### config.mk
export PLATFORM = sky130hd
export DESIGN_NAME = uart_loop_router
export DESIGN_NICKNAME = d
export VERILOG_FILES = /design/src/rtl/uartlb_pkg.sv /design/src/rtl/uartlb_frame_track.sv /design/src/rtl/uartlb_reclock.sv /design/src/rtl/uartlb_mode_gate.sv /design/src/rtl/uartlb_route.sv /design/src/rtl/uart_loop_router.sv
export SDC_FILE = /design/constraint.sdc
export NUM_CORES = 1
export LEC_CHECK = 0
export ABC_AREA = 1
export ABC_CLOCK_PERIOD_IN_PS = 1700
export BUFFER_PORTS_ARGS = -buffer_cell sky130_fd_sc_hd__buf_2
export CAP_MARGIN = 10
export CORE_MARGIN = 3
export CORE_UTILIZATION = 50
export CTS_CLUSTER_DIAMETER = 50
export CTS_CLUSTER_SIZE = 14
export DETAILED_ROUTE_END_ITERATION = 12
export PLACE_DENSITY = 0.76
export SETUP_SLACK_MARGIN = 0.2
export SYNTH_ARGS = -nofsm -noshare
export SYNTH_HDL_FRONTEND = slang
export SYNTH_SLANG_ARGS = --single-unit
export TNS_END_PERCENT = 20
### constraint.sdc
create_clock -name clk -period 1.7 [get_ports clk]
set_clock_uncertainty 0.05 [all_clocks]
set_input_delay 0.085 -clock clk [delete_from_list [all_inputs] [get_ports clk]]
set_output_delay 0.085 -clock clk [all_outputs]
set_load 0.1 [all_outputs]
### src/rtl/uartlb_pkg.sv
package uartlb_pkg;
  typedef enum logic [1:0] {
    MODE_NORMAL = 2'b00,
    MODE_ECHO   = 2'b01,
    MODE_LOCAL  = 2'b10,
    MODE_REMOTE = 2'b11
  } chan_mode_e;
endpackage

### src/rtl/uartlb_frame_track.sv
module uartlb_frame_track #(
  parameter int FRAME_BITS = 11
) (
  input  logic clk,
  input  logic rst_n,
  input  logic tick_i,
  input  logic line_i,
  output logic idle_o
);
  localparam int CW = $clog2(FRAME_BITS);
  localparam logic [CW-1:0] LAST = CW'(FRAME_BITS - 1);

  logic [CW-1:0] left_q;
  logic          start_now;

  assign start_now = tick_i && !line_i && (left_q == '0);
  assign idle_o    = (left_q == '0) && !start_now;

  always_ff @(posedge clk or negedge rst_n) begin
    if (!rst_n) begin
      left_q <= '0;
    end else if (tick_i) begin
      if (left_q != '0) begin
        left_q <= left_q - 1'b1;
      end else if (!line_i) begin
        left_q <= LAST;
      end
    end
  end

  // a start bit arms a full frame
  a_r6_frame_arm: assert property (@(posedge clk) disable iff (!rst_n)
    (left_q == '0 && tick_i && !line_i) |=> (left_q == LAST));
  // each tick inside a frame consumes one bit
  a_r6_frame_count: assert property (@(posedge clk) disable iff (!rst_n)
    (left_q != '0 && tick_i) |=> (left_q == $past(left_q) - 1'b1));
  // no tick, no progress
  a_r6_frame_still: assert property (@(posedge clk) disable iff (!rst_n)
    !tick_i |=> $stable(left_q));
endmodule

### src/rtl/uartlb_reclock.sv
module uartlb_reclock (
  input  logic clk,
  input  logic rst_n,
  input  logic sample_tick_i,
  input  logic line_i,
  output logic level_o
);
  logic level_q;

  always_ff @(posedge clk or negedge rst_n) begin
    if (!rst_n) begin
      level_q <= 1'b1;
    end else if (sample_tick_i) begin
      level_q <= line_i;
    end
  end

  assign level_o = level_q;

  // the sampled level is held for the whole bit time
  a_r2_hold_bit: assert property (@(posedge clk) disable iff (!rst_n)
    !sample_tick_i |=> $stable(level_o));
  // mid-bit tick captures the line
  a_r2_capture: assert property (@(posedge clk) disable iff (!rst_n)
    sample_tick_i |=> (level_o == $past(line_i)));
endmodule

### src/rtl/uartlb_mode_gate.sv
module uartlb_mode_gate
  import uartlb_pkg::*;
(
  input  logic       clk,
  input  logic       rst_n,
  input  logic [1:0] mode_req_i,
  input  logic       rx_idle_i,
  input  logic       tx_idle_i,
  output chan_mode_e mode_o
);
  chan_mode_e mode_q;
  logic       may_switch;

  assign may_switch = rx_idle_i && tx_idle_i;

  always_ff @(posedge clk or negedge rst_n) begin
    if (!rst_n) begin
      mode_q <= MODE_NORMAL;
    end else if (may_switch) begin
      mode_q <= chan_mode_e'(mode_req_i);
    end
  end

  assign mode_o = mode_q;

  // the applied mode only moves across an idle gap
  a_r6_switch_idle: assert property (@(posedge clk) disable iff (!rst_n)
    (mode_o != $past(mode_o)) |-> $past(rx_idle_i && tx_idle_i));
  // a busy line freezes the mode
  a_r6_busy_freeze: assert property (@(posedge clk) disable iff (!rst_n)
    !(rx_idle_i && tx_idle_i) |=> $stable(mode_o));
endmodule

### src/rtl/uartlb_route.sv
module uartlb_route
  import uartlb_pkg::*;
(
  input  chan_mode_e mode_i,
  input  logic       rxd_pin_i,
  input  logic       tx_ser_i,
  input  logic       echo_level_i,
  input  logic       tx_bit_tick_i,
  input  logic       rx_bit_tick_i,
  input  logic       cpu_tx_en_i,
  input  logic       tx_rdy_i,
  input  logic       tx_emt_i,
  output logic       txd_o,
  output logic       rx_ser_o,
  output logic       tx_tick_o,
  output logic       rx_tick_o,
  output logic       cpu_tx_en_o,
  output logic       tx_rdy_o,
  output logic       tx_emt_o,
  output logic       rx_hand_o
);
  always_comb begin
    txd_o       = tx_ser_i;
    rx_ser_o    = rxd_pin_i;
    tx_tick_o   = tx_bit_tick_i;
    rx_tick_o   = rx_bit_tick_i;
    cpu_tx_en_o = cpu_tx_en_i;
    tx_rdy_o    = tx_rdy_i;
    tx_emt_o    = tx_emt_i;
    rx_hand_o   = 1'b1;
    unique case (mode_i)
      MODE_NORMAL: begin
      end
      MODE_ECHO: begin
        txd_o       = echo_level_i;
        tx_tick_o   = rx_bit_tick_i;
        cpu_tx_en_o = 1'b0;
        tx_rdy_o    = 1'b0;
        tx_emt_o    = 1'b0;
      end
      MODE_LOCAL: begin
        txd_o     = 1'b1;
        rx_ser_o  = tx_ser_i;
        rx_tick_o = tx_bit_tick_i;
      end
      MODE_REMOTE: begin
        txd_o     = echo_level_i;
        tx_tick_o = rx_bit_tick_i;
        rx_hand_o = 1'b0;
      end
      default: begin
      end
    endcase
  end
endmodule

### src/rtl/uart_loop_router.sv
module uart_loop_router
  import uartlb_pkg::*;
#(
  parameter int FRAME_BITS = 11
) (
  input  logic       clk,
  input  logic       rst_n,
  input  logic [1:0] mode_req,
  input  logic       rxd_pin,
  output logic       txd_pin,
  input  logic       tx_ser_i,
  output logic       rx_ser_o,
  input  logic       tx_bit_tick_i,
  input  logic       rx_bit_tick_i,
  output logic       tx_tick_o,
  output logic       rx_tick_o,
  input  logic       cpu_tx_en_i,
  output logic       cpu_tx_en_o,
  input  logic       tx_rdy_i,
  input  logic       tx_emt_i,
  output logic       tx_rdy_o,
  output logic       tx_emt_o,
  output logic       rx_hand_o
);
  logic       rx_idle, tx_idle, echo_level;
  chan_mode_e mode_now;

  uartlb_frame_track #(.FRAME_BITS(FRAME_BITS)) u_rx_track (
    .clk(clk), .rst_n(rst_n), .tick_i(rx_bit_tick_i), .line_i(rxd_pin),
    .idle_o(rx_idle));

  uartlb_frame_track #(.FRAME_BITS(FRAME_BITS)) u_tx_track (
    .clk(clk), .rst_n(rst_n), .tick_i(tx_bit_tick_i), .line_i(tx_ser_i),
    .idle_o(tx_idle));

  uartlb_reclock u_reclock (
    .clk(clk), .rst_n(rst_n), .sample_tick_i(rx_bit_tick_i),
    .line_i(rxd_pin), .level_o(echo_level));

  uartlb_mode_gate u_gate (
    .clk(clk), .rst_n(rst_n), .mode_req_i(mode_req),
    .rx_idle_i(rx_idle), .tx_idle_i(tx_idle), .mode_o(mode_now));

  uartlb_route u_route (
    .mode_i(mode_now), .rxd_pin_i(rxd_pin), .tx_ser_i(tx_ser_i),
    .echo_level_i(echo_level), .tx_bit_tick_i(tx_bit_tick_i),
    .rx_bit_tick_i(rx_bit_tick_i), .cpu_tx_en_i(cpu_tx_en_i),
    .tx_rdy_i(tx_rdy_i), .tx_emt_i(tx_emt_i), .txd_o(txd_pin),
    .rx_ser_o(rx_ser_o), .tx_tick_o(tx_tick_o), .rx_tick_o(rx_tick_o),
    .cpu_tx_en_o(cpu_tx_en_o), .tx_rdy_o(tx_rdy_o), .tx_emt_o(tx_emt_o),
    .rx_hand_o(rx_hand_o));

  // normal mode passes both directions straight through
  a_r1_normal_pass: assert property (@(posedge clk) disable iff (!rst_n)
    (mode_now == MODE_NORMAL) |-> (txd_pin == tx_ser_i && rx_ser_o == rxd_pin));
  // echo hides the transmitter from the CPU
  a_r3_echo_masked: assert property (@(posedge clk) disable iff (!rst_n)
    (mode_now == MODE_ECHO) |-> (!tx_rdy_o && !tx_emt_o && !cpu_tx_en_o));
  // local loopback keeps the pin at mark
  a_r4_local_mark: assert property (@(posedge clk) disable iff (!rst_n)
    (mode_now == MODE_LOCAL) |-> (txd_pin && rx_ser_o == tx_ser_i));
  // remote loopback withholds received characters
  a_r5_remote_nohand: assert property (@(posedge clk) disable iff (!rst_n)
    (mode_now == MODE_REMOTE) |-> (!rx_hand_o && txd_pin == echo_level));
endmodule

* After elaboration in Yosys (flattened, before gate mapping) *
Index checks and enable logic that the tools add are counted.

word-level totals
  flip-flop bits (word level) = 11
  output and inout bits = 8
  logic and storage cells = 41

operators by class
  add/subtract/negate cells = 2
  eq/ne operators = 5
  mux-type cells = 12
  reduce and logical (&&, ||, !) cells = 18

operators by type and width
  kind                   count
  $mux W4                4
  $logic_not A4 Y1       2
  $reduce_bool A4 Y1     2
  $sub A4 B1 Y4 const B  2
  $logic_and A1 B1 Y1    7
  $mux W1                7
  $eq A2 B2 Y1 const B   2
  $logic_not A1 Y1       4
  $ne A2 B1 Y1 const B   2
  $reduce_and A2 Y1      2
  $eq A2 B1 Y1 const B   1
  $pmux W1 S2            1
  $reduce_or A2 Y1       1

* Depth between registers and ports, before layout *
Gate-level depths: netlist of run 1.

  depth after elaboration = 6
  depth in mapped cells = 8
  mapped depth without buffers = 8

* By module *
From an unflattened synthesis of run 1, not the netlist that was laid out.

unflattened totals
  cells, all modules = 105
  area, all modules = 719.4 µm²

modules (own cells, without submodules)
  module              times used  cells an instance  area each (µm²)  seq. area each (µm²)
  uartlb_frame_track  2           36                 256.5            100.1
  uartlb_route        1           19                 86.3             0.0
  uartlb_mode_gate    1           9                  78.8             50.0
  uartlb_reclock      1           5                  41.3             26.3

* Least setup slack after synthesis of run 1 *
Ideal clock, no wire load.

  kind = register -> output
  start = register u_gate.mode_q[0] (netlist: u_gate.mode_o[0])
  end = output rx_ser_o
  data arrival time = 2704 ps
  data required time = 1565 ps
  path slack = -1139 ps
  stages on the path, launching flop included = 4
  path buffers = 0
  path through = dfrtp_1 inv_1 nand2_1 o21ai_0

on the way
  word-level cells in the longest chain between the ends = 2

RTL lines
  item                    RTL line                text
  start, declared         uartlb_mode_gate.sv:11  chan_mode_e mode_q;
  start signal, assigned  uartlb_mode_gate.sv:20  mode_q <= chan_mode_e'(mode_req_i);
  $eq A2 B2 Y1            uartlb_route.sv:31      unique case (mode_i)
  $mux W1                 uartlb_route.sv:31
  end, declared           uart_loop_router.sv:12  output logic rx_ser_o,

No other way between the ends.

* Worst setup path after layout of run 1 *
  start = register u_gate.mode_q[0] (netlist: u_gate.mode_o[0])
  end = output txd_pin

on the way
  word-level cells in the longest chain between the ends = 3
  elaborated cells on any way between the ends = 5

RTL lines
  item                                          RTL line                text
  $eq A2 B1 Y1 or $eq A2 B2 Y1 (tied branches)  uartlb_route.sv:31
  $reduce_or A2 Y1 (no line)                    n/a
  $pmux W1 S2 (*)                               uartlb_route.sv:31
  end, declared                                 uart_loop_router.sv:10  output logic txd_pin,

Mark *: on every way between the ends. The rest lies on a longest branch, timed or not.

==> flow_metrics.env, run 1 <==
export IMPL_status="completed"
export IMPL_grt_usage=0.175
export IMPL_synth_area_per_cell_um2=7.29
export IMPL_syn_inst=99
export IMPL_synthesis_nets=112
export IMPL_initial_core_util=0.541
export IMPL_max_slew_margin=0.678
export IMPL_worst_setup_path_start_kind="flip-flop"
export IMPL_fillCellCount=112
export IMPL_dp_cells=132
export IMPL_setup_viol=0
export IMPL_layout_drive_gt1_share=0.336
export IMPL_endpoint="txd_pin"
export IMPL_startpoint="u_gate.mode_o[0]$_DFFE_PN0P_"
export IMPL_r2r_end="u_tx_track.left_q[3]$_DFFE_PN0P_"
export IMPL_fin_nets=136
export IMPL_fmax_mhz=670
export IMPL_final_cells=137
export IMPL_row_count=13
export IMPL_grt_pass1_vias=623
export IMPL_p_int_uw=791
export IMPL_routabilityCongestion=0.892
export IMPL_power_density_nw_per_um2=1940
export IMPL_path_class="flip-flop to output port"
export IMPL_yosys_register_bits=11
export IMPL_final_common_cell="nand2_1"
export IMPL_power_leakage_nw=0.507
export IMPL_die_y_um=44
export IMPL_syn_to_final_growth_pct=26.3
export IMPL_synth_distinct_cells=21
export IMPL_hold_slack_ns=0.00739
export IMPL_cts_sinks=11
export IMPL_grt_max_degree=12
export IMPL_switching_share=0.552
export IMPL_yosysTopAreaCell="dfrtp_1"
export IMPL_synthesis_area_um2=722
export IMPL_post_route_drc_count=0
export IMPL_htree_levels=1
export IMPL_p_clk_frac=0.104
export IMPL_cts_root_buffer="clkbuf_4"
export IMPL_num_vias=685
export IMPL_worst_setup_path_end_kind="output port"
export IMPL_clkTransAtPathRegs_ns=0.07
export IMPL_max_cap_violations=0
export IMPL_dpl_hpwl_um=1150
export IMPL_min_period_ns=1.49
export IMPL_clockBufferDepth=2
export IMPL_ys_warn_count=0
export IMPL_antenna_found_initial=0
export IMPL_synth_area_leaders="dfrtp_1 (35%), nand2_1 (18%), inv_1 (7.8%)"
export IMPL_hp_class="input pin to flip-flop"
export IMPL_cts_buffers=3
export IMPL_tightest_slew_ns=0.486
export IMPL_die_area_um2=1940
export IMPL_finalCritPeriodShare=0.877
export IMPL_power_switching_uw=975
export IMPL_required_ns=1.56
export IMPL_final_max_slew_viol_count=0
export IMPL_finalPower_mw=1.77
export IMPL_hold_viol=0
export IMPL_ys_seq_area_frac=0.383
export IMPL_grt_pass1_wl_um=2490
export IMPL_fp_coreArea_um2=1330
export IMPL_layout_common_cells="nand2_1 (33), inv_1 (15), buf_2 (14), dfrtp_1 (9), nand3_1 (6)"
export IMPL_antenna_cells=0
export IMPL_rrSetupSlack_ns=0.34
export IMPL_crit_fanout=8
export IMPL_cp_data_arrival_time_ns=1.36
export IMPL_reg2reg_depth=7
export IMPL_comb_power_share=0.621
export IMPL_die_w_um=44
export IMPL_wire_per_inst_um=11.1
export IMPL_seq_power_share=0.275
export IMPL_initialDrtViolationCount=13
export IMPL_io_pins=19
export IMPL_r2r_start="u_tx_track.left_q[0]$_DFFE_PN0P_"
export IMPL_postRouteAntennaNets=0
export IMPL_clk_latency_ns=0.27
export IMPL_grt_overflow_total=0
export IMPL_vdd_drop_max_uv=1080
export IMPL_dr_pass1_iters=4
export IMPL_synth_top_area_share=0.347
export IMPL_via_per_inst=5.00
export IMPL_portBuffers=18
export IMPL_cts_tree="yes"
export IMPL_totalWireLength_um=1520
export IMPL_rsz0062_at_grt="yes"
-- sequential cells by signal (all words and copies together), names as in the netlist --
signal and cells:
u_gate.mode_o 2, u_reclock.level_o 1, u_rx_track.left_q 4, u_tx_track.left_q 4
-- kinds of logic (layout without fill, tap and decap cells) --
kind of cell | count (synthesis) | in the layout | synth area share
compound gates | 12 | 12 | 0.109
flops | 11 | 11 | 0.383
xor+xnor | 2 | 2 | 0.0243
fa+ha+maj | 2 | 2 | 0.0347
buf+inv | 18 | 41 | 0.0936
simple gates | 54 | 54 | 0.355
-- worst max-delay path, cell delays in order, from the launching register on --
cell and delay (ns):
dfrtp_2 0.46, inv_1 0.13, nor2_1 0.06, a31oi_2 0.13
buf_4 0.31
-- layer usage --
metal	wire length, um	part of all wire	GRT usage	up-vias
met5	0	0	0	-
met4	10	0.0066	0.0723	0
met2	710	0.47	0.302	19
li1	-	-	-	357
met3	101	0.066	0.0539	2
met1	699	0.46	0.198	307
-- what timing repair did --
item / 4_1_cts / 5_1_grt
setup endpoints to repair: 3 / 7
endpoints found under the hold margin: 11 / 0
pin swaps: 0 / 1
cloned: 0 / 0
hold buffers: 1 / 0
gates resized for setup: 2 / 4
setup buffers: 0 / 0
-- power groups by stage --
stage	sequential, mW	clock (mW)	combinational (mW)
floorplan	0.465	0	0.894
global placement	0.482	0	1.04
detailed placement	0.487	0	1.07
CTS	0.483	0.187	1.09
global route	0.504	0.200	1.20
finish	0.486	0.184	1.10
-- through the flow --
stage               utilization  cell area (um^2)  TNS (ns)  setup WS (ns)
floorplan                     -               736     -1.23         -0.330
global placement          0.644               860         0          0.332
detailed placement        0.644               860         0          0.274
CTS                       0.676               902         0          0.106
global route              0.684               912         0          0.134
finish                    0.684               912         0          0.208
-- synthesized netlist by cell type, drive strengths merged --
master,number
xor2,1
dfrtp,10
a21boi,3
inv,18
nor2,5
o21a,1
o21ai,7
xnor2,1
nand4,2
dfstp,1
a31oi,1
ha,2
nand3,9
nand2,38
-- final cells by class --
cell class                      count  area (um^2)  share of cell area
Multi-Input combinational cell     70          394               0.432
Sequential cell                    11          278               0.305
Timing Repair Buffer               19          126               0.139
Inverter                           18         67.6              0.0741
Clock buffer                        3         22.5              0.0247
Tap cell                           15         18.8              0.0206
Clock inverter                      1         5.00             0.00549
-- how the worst min path moves through the flow --
stage,startpoint,end,cells after the start
2_1_floorplan,rst_n,u_gate.mode_o[0]$_DFFE_PN0P_,0
3_3_place_gp,rst_n,u_rx_track.left_q[0]$_DFFE_PN0P_,1
3_5_place_dp,rst_n,u_rx_track.left_q[0]$_DFFE_PN0P_,1
4_1_cts,mode_req[0],u_gate.mode_o[0]$_DFFE_PN0P_,3
5_1_grt,mode_req[1],u_gate.mode_o[1]$_DFFE_PN0P_,3
6_report,mode_req[0],u_gate.mode_o[0]$_DFFE_PN0P_,3
Power figures use the tool's default switching activity.
==> inputs of run 2 (changes only) <==
Settings changed: ABC_CLOCK_PERIOD_IN_PS 1700 to 1800, CORE_UTILIZATION 50 to 54, PLACE_DENSITY 0.76 to 0.81, SLEW_MARGIN from default to 40.
Clock period 1.7 ns to 1.8 ns, I/O delays scaled along.
==> run 2 against run 1 <==
Net effect:
- register-to-register slack improved by 0.12 ns
- critical endpoint unchanged
- combinational power decreased by 9%
- wire length decreased by 4.7%
- clock-buffer cell count increased by 1
- sequential cell count unchanged
- total power decreased by 7.9%
==> flow_metrics.env, run 2 (synthesis results as in run 1) <==
export IMPL_min_period_ns=1.54
export IMPL_path_class="flip-flop to output port"
export IMPL_fillCellCount=92
export IMPL_post_cts_buffers=0
export IMPL_grt_pass1_vias=603
export IMPL_fin_nets=136
export IMPL_die_y_um=42.6
export IMPL_die_area_um2=1810
export IMPL_syn_to_final_growth_pct=23.6
export IMPL_vdd_drop_max_uv=922
export IMPL_r2r_start="u_tx_track.left_q[0]$_DFFE_PN0P_"
export IMPL_path_delay_family="buffers and inverters"
export IMPL_power_switching_uw=895
export IMPL_critPathMaxStageDelay_ns=0.45
export IMPL_post_route_drc_count=0
export IMPL_cts_root_buffer="clkbuf_4"
export IMPL_cts_buffers=3
export IMPL_max_slew_margin=0.676
export IMPL_wire_per_inst_um=10.7
export IMPL_required_ns=1.66
export IMPL_grt_max_degree=12
export IMPL_grt_busiest_layer="met2"
export IMPL_antenna_found_initial=0
export IMPL_cts_sinks=11
export IMPL_initial_core_util=0.609
export IMPL_postRouteAntennaNets=0
export IMPL_crit_fanout=8
export IMPL_cp_data_arrival_time_ns=1.40
export IMPL_p_int_uw=732
export IMPL_row_count=12
export IMPL_clk_latency_ns=0.27
export IMPL_switching_share=0.550
export IMPL_startpoint="u_gate.mode_o[0]$_DFFE_PN0P_"
export IMPL_totalWireLength_um=1450
export IMPL_worst_setup_path_end_kind="output port"
export IMPL_min_path_cells=3
export IMPL_layout_common_cells="nand2_1 (34), inv_1 (15), buf_2 (15), dfrtp_1 (9), nand3_1 (6)"
export IMPL_die_w_um=42.6
export IMPL_slowest_stage="dfrtp_2"
export IMPL_num_vias=682
export IMPL_clkTransAtPathRegs_ns=0.07
export IMPL_cp_cell_sequence="inv_1 -> nor2_1 -> a31oi_2 -> clkbuf_4"
export IMPL_finalCritPeriodShare=0.854
export IMPL_fp_coreArea_um2=1190
export IMPL_tightest_slew_ns=0.489
export IMPL_power_density_nw_per_um2=1820
export IMPL_worst_setup_path_start_kind="flip-flop"
export IMPL_fmax_mhz=651
export IMPL_setup_viol=0
export IMPL_reg2reg_depth=7
export IMPL_grt_use_met3=0.0386
export IMPL_clockBufferDepth=2
export IMPL_status="completed"
export IMPL_routabilityCongestion=0.732
export IMPL_min_from="mode_req[1]"
export IMPL_grt_met2_usage=0.286
export IMPL_comb_power_share=0.615
export IMPL_via_per_inst=5.01
export IMPL_grt_overflow_total=0
export IMPL_io_pins=19
export IMPL_final_max_slew_viol_count=0
export IMPL_cp_num_cells=4
export IMPL_fin_setup_tns_ns=0
export IMPL_grt_usage=0.175
export IMPL_final_common_cell="nand2_1"
export IMPL_layout_drive_gt1_share=0.311
export IMPL_cp_num_buf_inv=2
export IMPL_cts_tree="yes"
export IMPL_seq_power_share=0.281
export IMPL_hp_class="input pin to flip-flop"
export IMPL_max_cap_violations=0
export IMPL_dp_cells=131
export IMPL_antenna_cells=0
export IMPL_hold_slack_ns=0.0184
export IMPL_dr_pass1_iters=4
export IMPL_portBuffers=18
export IMPL_initialDrtViolationCount=19
export IMPL_final_cells=136
export IMPL_grtUsageMet1=0.220
export IMPL_hold_viol=0
export IMPL_dpl_hpwl_um=1110
export IMPL_p_clk_frac=0.104
export IMPL_rsz0062_at_grt="yes"
export IMPL_finalPower_mw=1.63
export IMPL_htree_levels=1
export IMPL_grt_pass1_wl_um=2390
export IMPL_power_leakage_nw=0.499
run 2: cell types whose count changed in the layout (fill, tap and decap cells not counted), sizes merged:
| cell | previous run | this run |
|---|---|---|
| clkinv | 1 | 0 |
| clkbuf | 4 | 5 |
run 2: layout make-up:
class	instances	area, um^2	share of cell area
Clock buffer	4	26.3	0.0295
Inverter	18	67.6	0.0757
Multi-Input combinational cell	70	388	0.435
Sequential cell	11	278	0.311
Tap cell	14	17.5	0.0196
Timing Repair Buffer	19	115	0.129
run 2: power groups by stage:
stage                     logic (mW)  registers [mW]  clock network (mW)
after floorplan                0.836           0.439                   0
after global placement         0.949           0.454                   0
after detailed placement       0.976           0.456                   0
after CTS                      0.984           0.452               0.177
after global routing            1.11           0.472               0.189
final                           1.00           0.456               0.169
run 2: worst paths after layout:
path	to	slack, ns
worst min-delay path	u_gate.mode_o[1]$_DFFE_PN0P_	0.02
max in group asynchronous	u_reclock.level_o$_DFFE_PN1P_	1.26
worst max-delay path	txd_pin	0.26
min in group asynchronous	u_rx_track.left_q[0]$_DFFE_PN0P_	0.17
worst min register to register	u_tx_track.left_q[0]$_DFFE_PN0P_	0.43
worst max register to register	u_gate.mode_o[0]$_DFFE_PN0P_	0.46
run 2: what timing repair did:
| item | 4_1_cts | 5_1_grt |
|---|---|---|
| hold buffers | 1 | 0 |
| endpoints found under the hold margin | 11 | 0 |
| gates resized for setup | 1 | 7 |
| setup endpoints to repair | 3 | 3 |
run 2: per-stage QoR:
step	utilization	setup WS, ns	instance area (um^2)
floorplan	-	-0.324	728
global placement	0.705	0.463	836
detailed placement	0.705	0.436	836
CTS	0.737	0.131	875
global route	0.752	0.163	892
finish	0.752	0.263	892
run 2: worst reg2reg max path, delay by kind of cell, from the launching register on:
| kind | cells | cell delay [ns] |
|---|---|---|
| adders and majority gates | 1 | 0.26 |
| buffers and inverters | 1 | 0.11 |
| DFF | 1 | 0.38 |
| and+or+nand+nor | 5 | 0.43 |
run 2: routing by layer:
| layer | routed length [um] | vias to the layer above |
|---|---|---|
| met4 | 14 | 0 |
| li1 | - | 356 |
| met2 | 675 | 22 |
| met3 | 87 | 4 |
| met1 | 672 | 300 |
| met5 | 0 | - |
==> inputs of run 3 (changes only) <==
Settings changed: ABC_AREA 1 to default, CORE_AREA from default to 3 3 40 42, CORE_MARGIN 3 to default, CORE_UTILIZATION 54 to default, DIE_AREA from default to 0 0 43 45, PLACE_DENSITY 0.81 to 0.77.
==> run 3 against run 2 <==
Net effect:
- utilization is 7.4 points lower
- clock-buffer cell count stayed put
- setup slack worse by 0.031 ns
- synthesized cell count is 38% lower
- sequential cell count stayed put
- non-clock buffer count is 4 higher
- combinational power hardly changed
- clock power is 3% lower
- final area is 2.4% lower
- die area is 6.8% higher
- global-route usage is 2.3 points lower
- total power is 0.10% higher
- critical path type unchanged
- highest routed layer unchanged
==> flow_metrics.env, run 3 <==
export IMPL_status="completed"
export IMPL_finalCritPeriodShare=0.871
export IMPL_path_delay_family="flip-flops"
export IMPL_tightest_slew_ns=0.486
export IMPL_postRouteAntennaNets=0
export IMPL_max_slew_margin=0.679
export IMPL_die_area_um2=1940
export IMPL_synthesis_nets=74
export IMPL_hold_slack_ns=0.0927
export IMPL_htree_levels=1
export IMPL_power_leakage_nw=0.415
export IMPL_antenna_cells=0
export IMPL_via_per_inst=5.19
export IMPL_cts_sinks=11
export IMPL_routabilityCongestion=0.693
export IMPL_synth_most_common_cell="dfrtp_1"
export IMPL_synth_area_per_cell_um2=11.0
export IMPL_async_flop_share=1.00
export IMPL_vdd_drop_max_uv=1020
export IMPL_grt_usage=0.152
export IMPL_final_cells=103
export IMPL_power_switching_uw=830
export IMPL_row_count=13
export IMPL_setup_viol=0
export IMPL_setup_ws_ns=0.232
export IMPL_layout_common_cells="buf_2 (16), dfrtp_1 (9), mux2_2 (7), nand2_1 (6)"
export IMPL_totalWireLength_um=1380
export IMPL_pre_cts_slack_ns=0.210
export IMPL_grt_pass1_vias=521
export IMPL_rrSetupSlack_ns=0.24
export IMPL_synth_area_leaders="dfrtp_1 (37%), mux2_2 (12%), nor3b_4 (5.6%)"
export IMPL_dp_cells=94
export IMPL_power_density_nw_per_um2=1870
export IMPL_p_clk_frac=0.101
export IMPL_slowest_stage="dfrtp_2"
export IMPL_yosysTopAreaCell="dfrtp_1"
export IMPL_reg2reg_depth=5
export IMPL_num_vias=535
export IMPL_synthTopCellsByCount="dfrtp_1 (10), mux2_2 (7), nand2_1 (6)"
export IMPL_layout_drive_gt1_share=0.455
export IMPL_clk_latency_ns=0.26
export IMPL_hold_viol=0
export IMPL_final_common_cell="buf_2"
export IMPL_clockBufferDepth=2
export IMPL_final_cell_area_um2=871
export IMPL_cp_data_arrival_time_ns=1.43
export IMPL_fin_nets=102
export IMPL_synthesis_area_um2=668
export IMPL_finalPower_mw=1.63
export IMPL_min_path_cells=2
export IMPL_wire_per_inst_um=13.4
export IMPL_grt_pass1_wl_um=2190
export IMPL_ys_warn_count=0
export IMPL_cp_num_buf_inv=1
export IMPL_fillCellCount=103
export IMPL_yosys_most_used_dff="dfrtp_1"
export IMPL_p_int_uw=798
export IMPL_syn_inst=61
export IMPL_antenna_found_initial=0
export IMPL_fp_coreArea_um2=1280
export IMPL_critPathMaxStageDelay_ns=0.46
export IMPL_seq_power_share=0.298
export IMPL_initialDrtViolationCount=9
export IMPL_die_y_um=45
export IMPL_cts_tree="yes"
export IMPL_final_max_slew_viol_count=0
export IMPL_cts_root_buffer="clkbuf_4"
export IMPL_required_ns=1.66
export IMPL_comb_power_share=0.601
export IMPL_syn_to_final_growth_pct=30.3
export IMPL_path_class="flip-flop to output port"
export IMPL_clkTransAtPathRegs_ns=0.07
export IMPL_synth_enable_flop_cells=0
export IMPL_hp_class="input pin to flip-flop"
export IMPL_portBuffers=18
export IMPL_place_area_um2=781
export IMPL_cp_cell_sequence="nor2b_2 -> mux2_2 -> buf_6"
export IMPL_die_w_um=43
export IMPL_crit_fanout=7
export IMPL_yosys_register_bits=11
export IMPL_worst_setup_path_start_kind="flip-flop"
export IMPL_min_to="u_reclock.level_o$_DFFE_PN1P_"
export IMPL_grt_max_degree=12
export IMPL_fmax_mhz=638
export IMPL_io_pins=19
export IMPL_grt_overflow_total=0
export IMPL_min_from="rxd_pin"
export IMPL_worst_setup_path_end_kind="output port"
export IMPL_initial_core_util=0.520
export IMPL_r2r_end="u_gate.mode_o[1]$_DFFE_PN0P_"
export IMPL_max_cap_violations=0
export IMPL_post_route_drc_count=0
export IMPL_r2r_start="u_tx_track.left_q[0]$_DFFE_PN0P_"
export IMPL_synth_top_area_share=0.375
export IMPL_synth_distinct_cells=26
export IMPL_ys_seq_area_frac=0.414
export IMPL_min_period_ns=1.57
export IMPL_fin_setup_tns_ns=0
export IMPL_final_util=0.678
export IMPL_cts_buffers=3
export IMPL_switching_share=0.510
export IMPL_rsz0062_at_grt="yes"
export IMPL_dr_pass1_iters=4
## run 3: changes by cell type after synthesis, moves of 4 or more
cell      previous run  this run
mux2_2               0         7
nand3_1              6         0
nand2b_1             0         4
nand2_1             34         6
inv_1               15         4
## run 3: worst register-to-register path, delay by kind of cell, from the launching register on
family | cells | cell delay, ns
adder cells (fa/ha/maj) | 1 | 0.19
buffers and inverters | 1 | 0.07
flip-flops | 1 | 0.41
multiplexers | 1 | 0.34
AND/OR/NAND/NOR | 2 | 0.39
## run 3: area by class of cell
| class | count | area, um^2 | area share |
|---|---|---|---|
| timing repair buffer | 23 | 148 | 0.170 |
| inverter | 4 | 15.0 | 0.0172 |
| multi-input combinational | 46 | 385 | 0.443 |
| tap | 15 | 18.8 | 0.0216 |
| clock buffer | 4 | 26.3 | 0.0302 |
| sequential | 11 | 278 | 0.319 |
## run 3: logic make-up after synthesis
group	count (synthesis)	synth area share
and+or+nand+nor	24	0.247
muxes	11	0.182
DFF	11	0.414
AOI/OAI and AO/OA	9	0.0974
buffers and inverters	4	0.0225
adders and majority gates	2	0.0374
## run 3: worst max-delay path by stage
stage,from,slack [ns],depth (start not counted),end
final,u_gate.mode_o[0]$_DFFE_PN0P_,0.23,3,rx_ser_o
after global routing,u_gate.mode_o[1]$_DFFE_PN0P_,0.17,3,rx_ser_o
after CTS,u_tx_track.left_q[0]$_DFFE_PN0P_,0.19,5,u_gate.mode_o[0]$_DFFE_PN0P_
after global placement,u_tx_track.left_q[0]$_DFFE_PN0P_,0.25,5,u_gate.mode_o[1]$_DFFE_PN0P_
after detailed placement,u_tx_track.left_q[0]$_DFFE_PN0P_,0.21,5,u_gate.mode_o[1]$_DFFE_PN0P_
after floorplan,u_tx_track.left_q[0]$_DFFE_PN0P_,0.35,5,u_gate.mode_o[0]$_DFFE_PN0P_
## run 3: power by group through the flow
stage | clock network, mW | registers [mW] | logic [mW]
2_1_floorplan | 0 | 0.460 | 0.792
3_3_place_gp | 0 | 0.480 | 0.896
3_5_place_dp | 0 | 0.485 | 0.923
4_1_cts | 0.166 | 0.485 | 0.943
5_1_grt | 0.176 | 0.501 | 1.05
6_report | 0.164 | 0.486 | 0.979
## run 3: routing by layer
| metal | wire, um | track usage | vias up |
|---|---|---|---|
| met2 | 734 | 0.296 | 16 |
| met1 | 560 | 0.167 | 248 |
| li1 | - | - | 269 |
| met5 | 0 | 0 | - |
| met3 | 72 | 0.0239 | 2 |
| met4 | 9 | 0.0542 | 0 |
## run 3: timing repair
action	4_1_cts	5_1_grt
hold buffers	3	0
buffers inserted	0	2
setup endpoints to repair	4	6
endpoints found under the hold margin	13	0
pin swaps	0	1
gates resized for setup	4	4
